$ cat src/rtl/hdlc_dl_rx.sv
module hdlc_dl_rx #(
  parameter int DEPTH = 128,
  parameter logic [15:0] RESIDUE = 16'hF0B8,
  localparam int AW = $clog2(DEPTH)
) (
  input  logic          clk,
  input  logic          rst_n,
  input  logic          bit_en,
  input  logic          bit_in,
  input  logic          fcs_on,
  input  logic          rd_en,
  output logic [7:0]    rd_data,
  output logic          fifo_empty,
  output logic          frm_done,
  output logic          frm_abort,
  output logic          frm_nonoct,
  output logic          frm_ovfl,
  output logic          frm_fcs_err,
  output logic [AW-1:0] frm_bytes
);

  logic [2:0]    ones, dcnt, bcnt;
  logic          in_frame, active, ovfl_acc;
  logic [6:0]    dly;
  logic [7:0]    sh, h0, h1;
  logic [1:0]    hcnt;
  logic [15:0]   crc;
  logic [7:0]    mem [DEPTH];
  logic [AW-1:0] wp, rp;
  logic [AW:0]   cnt;
  logic          push_v;
  logic [7:0]    push_d;

  wire is_flag  = bit_en && !bit_in && ones == 3'd6;
  wire is_abort = bit_en &&  bit_in && ones == 3'd6;
  wire is_stuff = bit_en && !bit_in && ones == 3'd5;
  wire dbit_v   = bit_en && in_frame && !is_flag && !is_abort && !is_stuff;
  wire pop_v    = dbit_v && dcnt == 3'd7;
  wire pb       = dly[0];

  wire [2:0]  bc     = active ? bcnt : 3'd0;
  wire [15:0] crc_b  = active ? crc : 16'hFFFF;
  wire [15:0] crc_n  = (crc_b >> 1) ^ ((crc_b[0] ^ pb) ? 16'h8408 : 16'h0000);
  wire [7:0]  byte_n = {pb, sh[7:1]};
  wire        byte_v = pop_v && bc == 3'd7;

  wire rd_ok = rd_en && cnt != '0;
  wire full  = cnt == (AW+1)'(DEPTH);
  wire ovw   = push_v && full && !rd_ok;

  always_comb begin
    push_v = 1'b0;
    push_d = byte_n;
    if (byte_v) begin
      if (!fcs_on) push_v = 1'b1;
      else if (hcnt == 2'd2) begin
        push_v = 1'b1;
        push_d = h0;
      end
    end
  end

  always_ff @(posedge clk or negedge rst_n) begin
    if (!rst_n) begin
      ones <= '0; dcnt <= '0; bcnt <= '0; dly <= '0; sh <= '0;
      in_frame <= 1'b0; active <= 1'b0; ovfl_acc <= 1'b0;
      h0 <= '0; h1 <= '0; hcnt <= '0; crc <= 16'hFFFF;
      frm_done <= 1'b0; frm_abort <= 1'b0; frm_nonoct <= 1'b0;
      frm_ovfl <= 1'b0; frm_fcs_err <= 1'b0; frm_bytes <= '0;
    end else begin
      if (bit_en) ones <= bit_in ? ((ones == 3'd7) ? 3'd7 : ones + 3'd1) : 3'd0;

      if (is_flag) begin
        in_frame <= 1'b1;
        dcnt <= '0;
        if (active) begin
          active <= 1'b0; hcnt <= '0;
          frm_done <= 1'b1; frm_abort <= 1'b0;
          frm_nonoct <= bcnt != 3'd0;
          frm_fcs_err <= fcs_on && crc != RESIDUE;
          frm_ovfl <= ovfl_acc;
        end
      end else if (is_abort) begin
        in_frame <= 1'b0;
        dcnt <= '0;
        if (active) begin
          active <= 1'b0; hcnt <= '0;
          frm_done <= 1'b1; frm_abort <= 1'b1;
          frm_nonoct <= 1'b0; frm_fcs_err <= 1'b0;
          frm_ovfl <= ovfl_acc;
        end
      end else if (dbit_v) begin
        dly <= {bit_in, dly[6:1]};
        if (dcnt != 3'd7) dcnt <= dcnt + 3'd1;
      end

      if (pop_v) begin
        bcnt <= bc + 3'd1;
        crc  <= crc_n;
        sh   <= byte_n;
        if (!active) begin
          active <= 1'b1; hcnt <= '0; ovfl_acc <= 1'b0;
          frm_done <= 1'b0; frm_abort <= 1'b0; frm_nonoct <= 1'b0;
          frm_ovfl <= 1'b0; frm_fcs_err <= 1'b0; frm_bytes <= '0;
        end
      end

      if (byte_v && fcs_on) begin
        if (hcnt == 2'd2) begin
          h0 <= h1;
          h1 <= byte_n;
        end else if (hcnt == 2'd1) begin
          h1 <= byte_n;
          hcnt <= 2'd2;
        end else begin
          h0 <= byte_n;
          hcnt <= 2'd1;
        end
      end

      if (push_v) frm_bytes <= frm_bytes + AW'(1);
      if (ovw) ovfl_acc <= 1'b1;
    end
  end

  always_ff @(posedge clk) begin
    if (push_v) mem[wp] <= push_d;
  end

  always_ff @(posedge clk or negedge rst_n) begin
    if (!rst_n) begin
      wp <= '0; rp <= '0; cnt <= '0;
    end else begin
      if (push_v) wp <= wp + AW'(1);
      if (ovw || rd_ok) rp <= rp + AW'(1);
      cnt <= cnt + (AW+1)'(push_v && !ovw) - (AW+1)'(rd_ok);
    end
  end

  assign rd_data    = mem[rp];
  assign fifo_empty = cnt == '0;

endmodule

$ cat config.mk
export PLATFORM = sky130hd
export DESIGN_NAME = hdlc_dl_rx
export DESIGN_NICKNAME = d
export VERILOG_FILES = /design/src/rtl/hdlc_dl_rx.sv
export SDC_FILE = /design/constraint.sdc
export NUM_CORES = 1
export LEC_CHECK = 0
export ABC_AREA = 0
export BUFFER_PORTS_ARGS = -buffer_cell sky130_fd_sc_hd__buf_2
export CAP_MARGIN = 20
export CORE_UTILIZATION = 54
export CTS_CLUSTER_DIAMETER = 40
export DETAILED_ROUTE_END_ITERATION = 6
export PLACE_DENSITY = 0.68
export SLEW_MARGIN = 15
export SYNTH_ARGS = -nofsm -noshare
export SYNTH_HDL_FRONTEND = slang
export SYNTH_SLANG_ARGS = --single-unit
$ cat constraint.sdc
create_clock -name clk -period 11 [get_ports clk]
set_input_delay 2.2 -clock clk [delete_from_list [all_inputs] [get_ports clk]]
set_output_delay 2.2 -clock clk [all_outputs]
set_load 0.1 [all_outputs]
# Word level (Yosys, flattened, before mapping)
# Memory sizes are Yosys's and may differ from the RTL's.
# Index checks and enable logic that the tools add are counted.
[word_totals]
ff_bits = 95
latchBits = 0
ram_bits = 1024
romBits = 0
in_bits = 6
out_inout_bits = 21
word_cells = 155
mem_count = 1
[op_classes]
n_addsub = 8
n_mul = 0
div = 0
order_cmp = 0
eq_ne = 13
n_shift = 0
muxes = 69
bitwise_logic = 4
n_reduce_logical = 39
[mem_list]
columns = ["memory", "depth", "word_bits", "read_ports", "rd_clocked_by_memory_dff", "wr", "line", "text"]
rows = [
  ["mem", 128, 8, 1, 0, 1, "28", "logic [7:0] mem [DEPTH];"],
]
[op_table]
columns = ["op", "n"]
rows = [
  ["$mux 8", 7],
  ["$mux 1", 42],
  ["$mux 16", 2],
  ["$add 7x1->7 const B", 3],
  ["$mux 3", 7],
  ["$mux 7", 3],
  ["$logic_and 1x1->1", 17],
  ["$mux 2", 8],
  ["$ne 16x16->1 const B", 1],
  ["$xor 15x16->16", 1],
  ["$eq 3x3->1 const B", 5],
  ["$reduce_and 2->1", 5],
  ["$add 3x1->3 const B", 3],
  ["$reduce_bool 3->1", 3],
  ["$add 8x1->8", 1],
  ["$eq 8x8->1 const B", 1],
  ["$logic_not 8->1", 1],
  ["$reduce_bool 2->1", 4],
  ["$reduce_bool 8->1", 1],
  ["$sub 8x1->8", 1],
  ["$logic_not 1->1", 6],
  ["$ne 2x1->1 const B", 2],
  ["$ne 3x3->1 const B", 1],
  ["$reduce_and 3->1", 1],
  ["other kinds (6)", 7],
]

# Logic depth before layout (Yosys ltp)
[logic_depth]
depth_word = 16
depth_mapped = 19
depth_no_buf = 17

# Least setup slack after synthesis
# OpenSTA, ideal clock, no wires.
[synth_path]
path_type = "register -> output"
startpoint = "register rp[1]"
endpoint = "output rd_data[6]"
arrival_ns = 3.297
required_ns = 8.800
path_slack_ns = 5.503
path_stages_with_launch = 10
n_path_buf = 4
cell_sequence = "dfrtp_1 buf_4 buf_2 buf_2 buf_2 nand2_1 a21oi_1 a211oi_1 a211o_1 a32oi_1"
[synth_via]
elab_chain_cells = 1
[synth_rtl]
columns = ["element", "line", "text"]
rows = [
  ["from (decl)", "29", "logic [AW-1:0] wp, rp;"],
  ["from (signal assigned)", "135", "if (ovw || rd_ok) rp <= rp + AW'(1);"],
  ["$mem_v2 128x8", "--", ""],
  ["to (decl)", "12", "output logic [7:0] rd_data,"],
]
# Every way passes these cells.

# Worst setup path in the final report
[layout_path]
startpoint = "register rp[0]"
endpoint = "output rd_data[0]"
# Same word-level chain as after synthesis.

==> run_results.csv <==
group,metric,value,unit
global_routing,grtUsageTotal,25.3,%
global_routing,grt_start_max_net_pins,105,
worst_hold_path,hold_end,"dly[6]",
timing,holdWs,0.482,ns
worst_hold_path,holdCritPathClass,"register to register",
timing,worst_pin_slew,1.15,ns
final_layout,drive_gt1_share,20.3,%
logic_synthesis,synth-async-reset-ratio,8.41,%
setup_path,cp_top_family,"buffers and inverters",
setup_path,critPathSlowestCell,"buf_4",
setup_path,crit_fanout,48,
placed_design,hpwl,61200,um
power,power.density,228,nW/um2
route,drt_iter0_drc,2575,
logic_synthesis,synth-main-ff-cell,"edfxtp_1",
logic_synthesis,synth_top_area_cell,"edfxtp_1",
placed_design,io_buffers,26,
setup_path,startpoint_type,"register",
clock_tree,post_cts_buffers,0,
logic_synthesis,synth_cell_types,71,
global_routing,antenna_found_initial,0,
floorplanning,row_count,104,
setup_path,r2r_slack,6.26,ns
route,wl_per_cell,28.6,um
logic_synthesis,synth_fp_nets,2422,
timing,fmax,0.145,GHz
logic_synthesis,synth_area_leaders,"edfxtp_1 (69%), mux4_2 (9.7%), dfrtp_1 (4.4%), mux2i_1 (3.7%), nor2_1 (1.5%)",
timing,setup_tns,0,ns
floorplanning,die_area,83400,um2
setup_path,slowest_delay,0.88,ns
timing,rsz0062_at_grt,"no",
worst_hold_path,min_path_cells,2,
setup_path,crit_chain,"buf_4 > mux4_2 > and2_1 > a211oi_1 > nor2_1 > a211oi_1 > nor2_1 > buf_2",
logic_synthesis,ys_seq_area_share,74.6,%
clock_tree,clk-insertion-delay-late,0.73,ns
logic_synthesis,yosysMostFrequentCell,"edfxtp_1",
setup_path,arrival,4.70,ns
timing,post-route-min-period,6.90,ns
timing,period_share,62.7,%
clock_tree,cts.sinks,1118,
setup_path,cp.buffers_inverters,2,
clock_tree,cts-resized-gates,0,
setup_path,reg2reg_from,"active",
clock_tree,cts_buffers,133,
flow_run,cap_viol_max_count,0,
global_routing,grt-ovfl-total,0,
floorplanning,die_x,289,um
timing,setup_violations,0,
clock_tree,cts_tree,"built",
clock_tree,cts-root-buf,"clkbuf_16",
route,wirelength,103000,um
floorplanning,initial_utilization,54.9,%
final_layout,layout.nets,2484,
route,via_count,23000,
final_layout,diodes,0,
worst_hold_path,worstHoldStart,"dly[6]",
setup_path,timing.rr.end,"mem[115][6]",
floorplanning,die_y,289,um
global_routing,grt_pass1_vias,22800,
route,drt_first_pass_iters,6,
power,max-vdd-ir-drop,260,uV
placed_design,gp_congestion,0.874,
logic_synthesis,syn_area,44400,um2
logic_synthesis,synth_commonest_cells,"edfxtp_1 (1024), mux4_2 (191), nor2_1 (174), mux2i_1 (163), nand2_1 (125)",
setup_path,cp-end-kind,"output port",
logic_synthesis,synthDominantCellAreaShare,69.2,%
timing,slew_viol_final,0,
logic_synthesis,ys_ff_latch,1118,
timing,slew_headroom,23.6,%
clock_tree,htreeDepth,4,
clock_tree,path_clk_slew,0.05,ns
route,drc,0,
global_routing,grt_first_pass_wirelength,152000,um
clock_tree,clock_path_buffers,3,
status,status,"finished clean",
setup_path,crit_type,"register to output port",
power,p_leak,15.9,nW
setup_path,rr_worst_depth,9,
logic_synthesis,netlist_instances,2392,
route,routed_via_density,6.35,
timing,fin_worst_skew,0.0306,ns
floorplanning,core-area,80900,um2
route,antenna_left,0,
final_layout,area_growth,12.4,%
setup_path,cp.required,8.80,ns
timing,hold_viol,0,
clock_tree,cts_hold_buf,0,
floorplanning,ioPinCount,27,
logic_synthesis,syn_area_per_cell,18.6,um2
logic_synthesis,yosysWarningCount,0,
logic_synthesis,synth-edff-count,1024,
==> cells by family (layout without fill, tap and decap cells) <==
| kind of cell | count (synthesis) | count (layout) | share of synthesized area, % |
|---|---|---|---|
| xor+xnor | 24 | 24 | 0.473 |
| simple gates | 422 | 422 | 4.24 |
| compound gates | 270 | 270 | 4.22 |
| flops | 1118 | 1118 | 74.6 |
| buf+inv | 156 | 322 | 1.86 |
| fa+ha+maj | 24 | 24 | 0.693 |
| mux | 378 | 378 | 14.0 |
==> placed cells by master (no fill, tap or decap), types with 19 or more instances in the layout <==
cell type	instances
nor2b_1	22
clkbuf_1	19
clkinv_2	20
o22ai_1	21
mux4_2	191
dfrtp_1	75
buf_2	25
mux2i_1	163
a22oi_1	32
buf_4	31
clkbuf_16	137
a21oi_1	47
inv_1	21
ha_1	23
edfxtp_1	1024
nand3_1	30
nor2_1	171
o21ai_0	49
nand2_1	125
a211oi_1	29
==> stage by stage <==
| step | power [W] | utilization [%] | worst slack, ns | cell area, um2 | std cells |
|---|---|---|---|---|---|
| 3_5_place_dp | 0.00713 | 56.2 | 4.78 | 45500 | 3378 |
| 4_1_cts | 0.0114 | 61.6 | 4.00 | 49900 | 3617 |
| 2_1_floorplan | 0.00656 | - | 5.50 | 44400 | 2392 |
| 5_1_grt | 0.0117 | 61.7 | 3.84 | 49900 | 3618 |
| 3_3_place_gp | 0.00710 | 56.2 | 4.83 | 45500 | 3378 |
| 6_report | 0.0114 | 61.7 | 4.10 | 49900 | 3618 |
==> tightest hold or removal path, delay by kind of cell (launching register included) <==
family          cells  cell delay, ns
simple gates        1            0.05
flops               1            0.34
compound gates      1            0.06
==> area by class of cell <==
type                    instances  area [um2]
flip-flops and latches       1118       33100
fillers                      5674       31000
multi-input cells            1118       10500
clock buffers                 156        3500
well taps                    1060        1330
clock inverters                83         866
repair buffers                 61         465
inverters                      22        82.6
==> how the worst max path moves through the flow <==
stage / from / end / cells past startpoint
floorplan: rp[1] / rd_data[6] / 9
detailed placement: rp[0] / rd_data[1] / 8
global placement: rp[0] / rd_data[0] / 8
finish: rp[0] / rd_data[0] / 8
global route: rp[0] / rd_data[0] / 8
CTS: rp[0] / rd_data[1] / 8
==> power by group <==
group	total [W]	switching (W)	internal [W]
clock	0.00432	0.00172	0.00260
sequential	0.00483	0.000164	0.00467
combinational	0.00220	0.00144	0.000768
==> flip-flops by register name (all words and copies together), names as in the netlist, 3 cells and up <==
signal     flops
frm_bytes      7
dly            7
ones           3
cnt            8
sh             7
wp             7
dcnt           3
mem         1024
h1             8
rp             7
h0             8
bcnt           3
crc           16
==> metal layers <==
metal  global-route usage [%]  part of all wire [%]  up-vias  wire length, um
met5                        0                     0        -                0
met4                     6.96                   2.2        0             2290
met3                     5.77                   9.7      165            10000
met2                     38.9                    47     1129            49000
met1                     36.7                    41    11900            42100
li1                         -                     -     9744                -
Power figures use the tool's default switching activity.
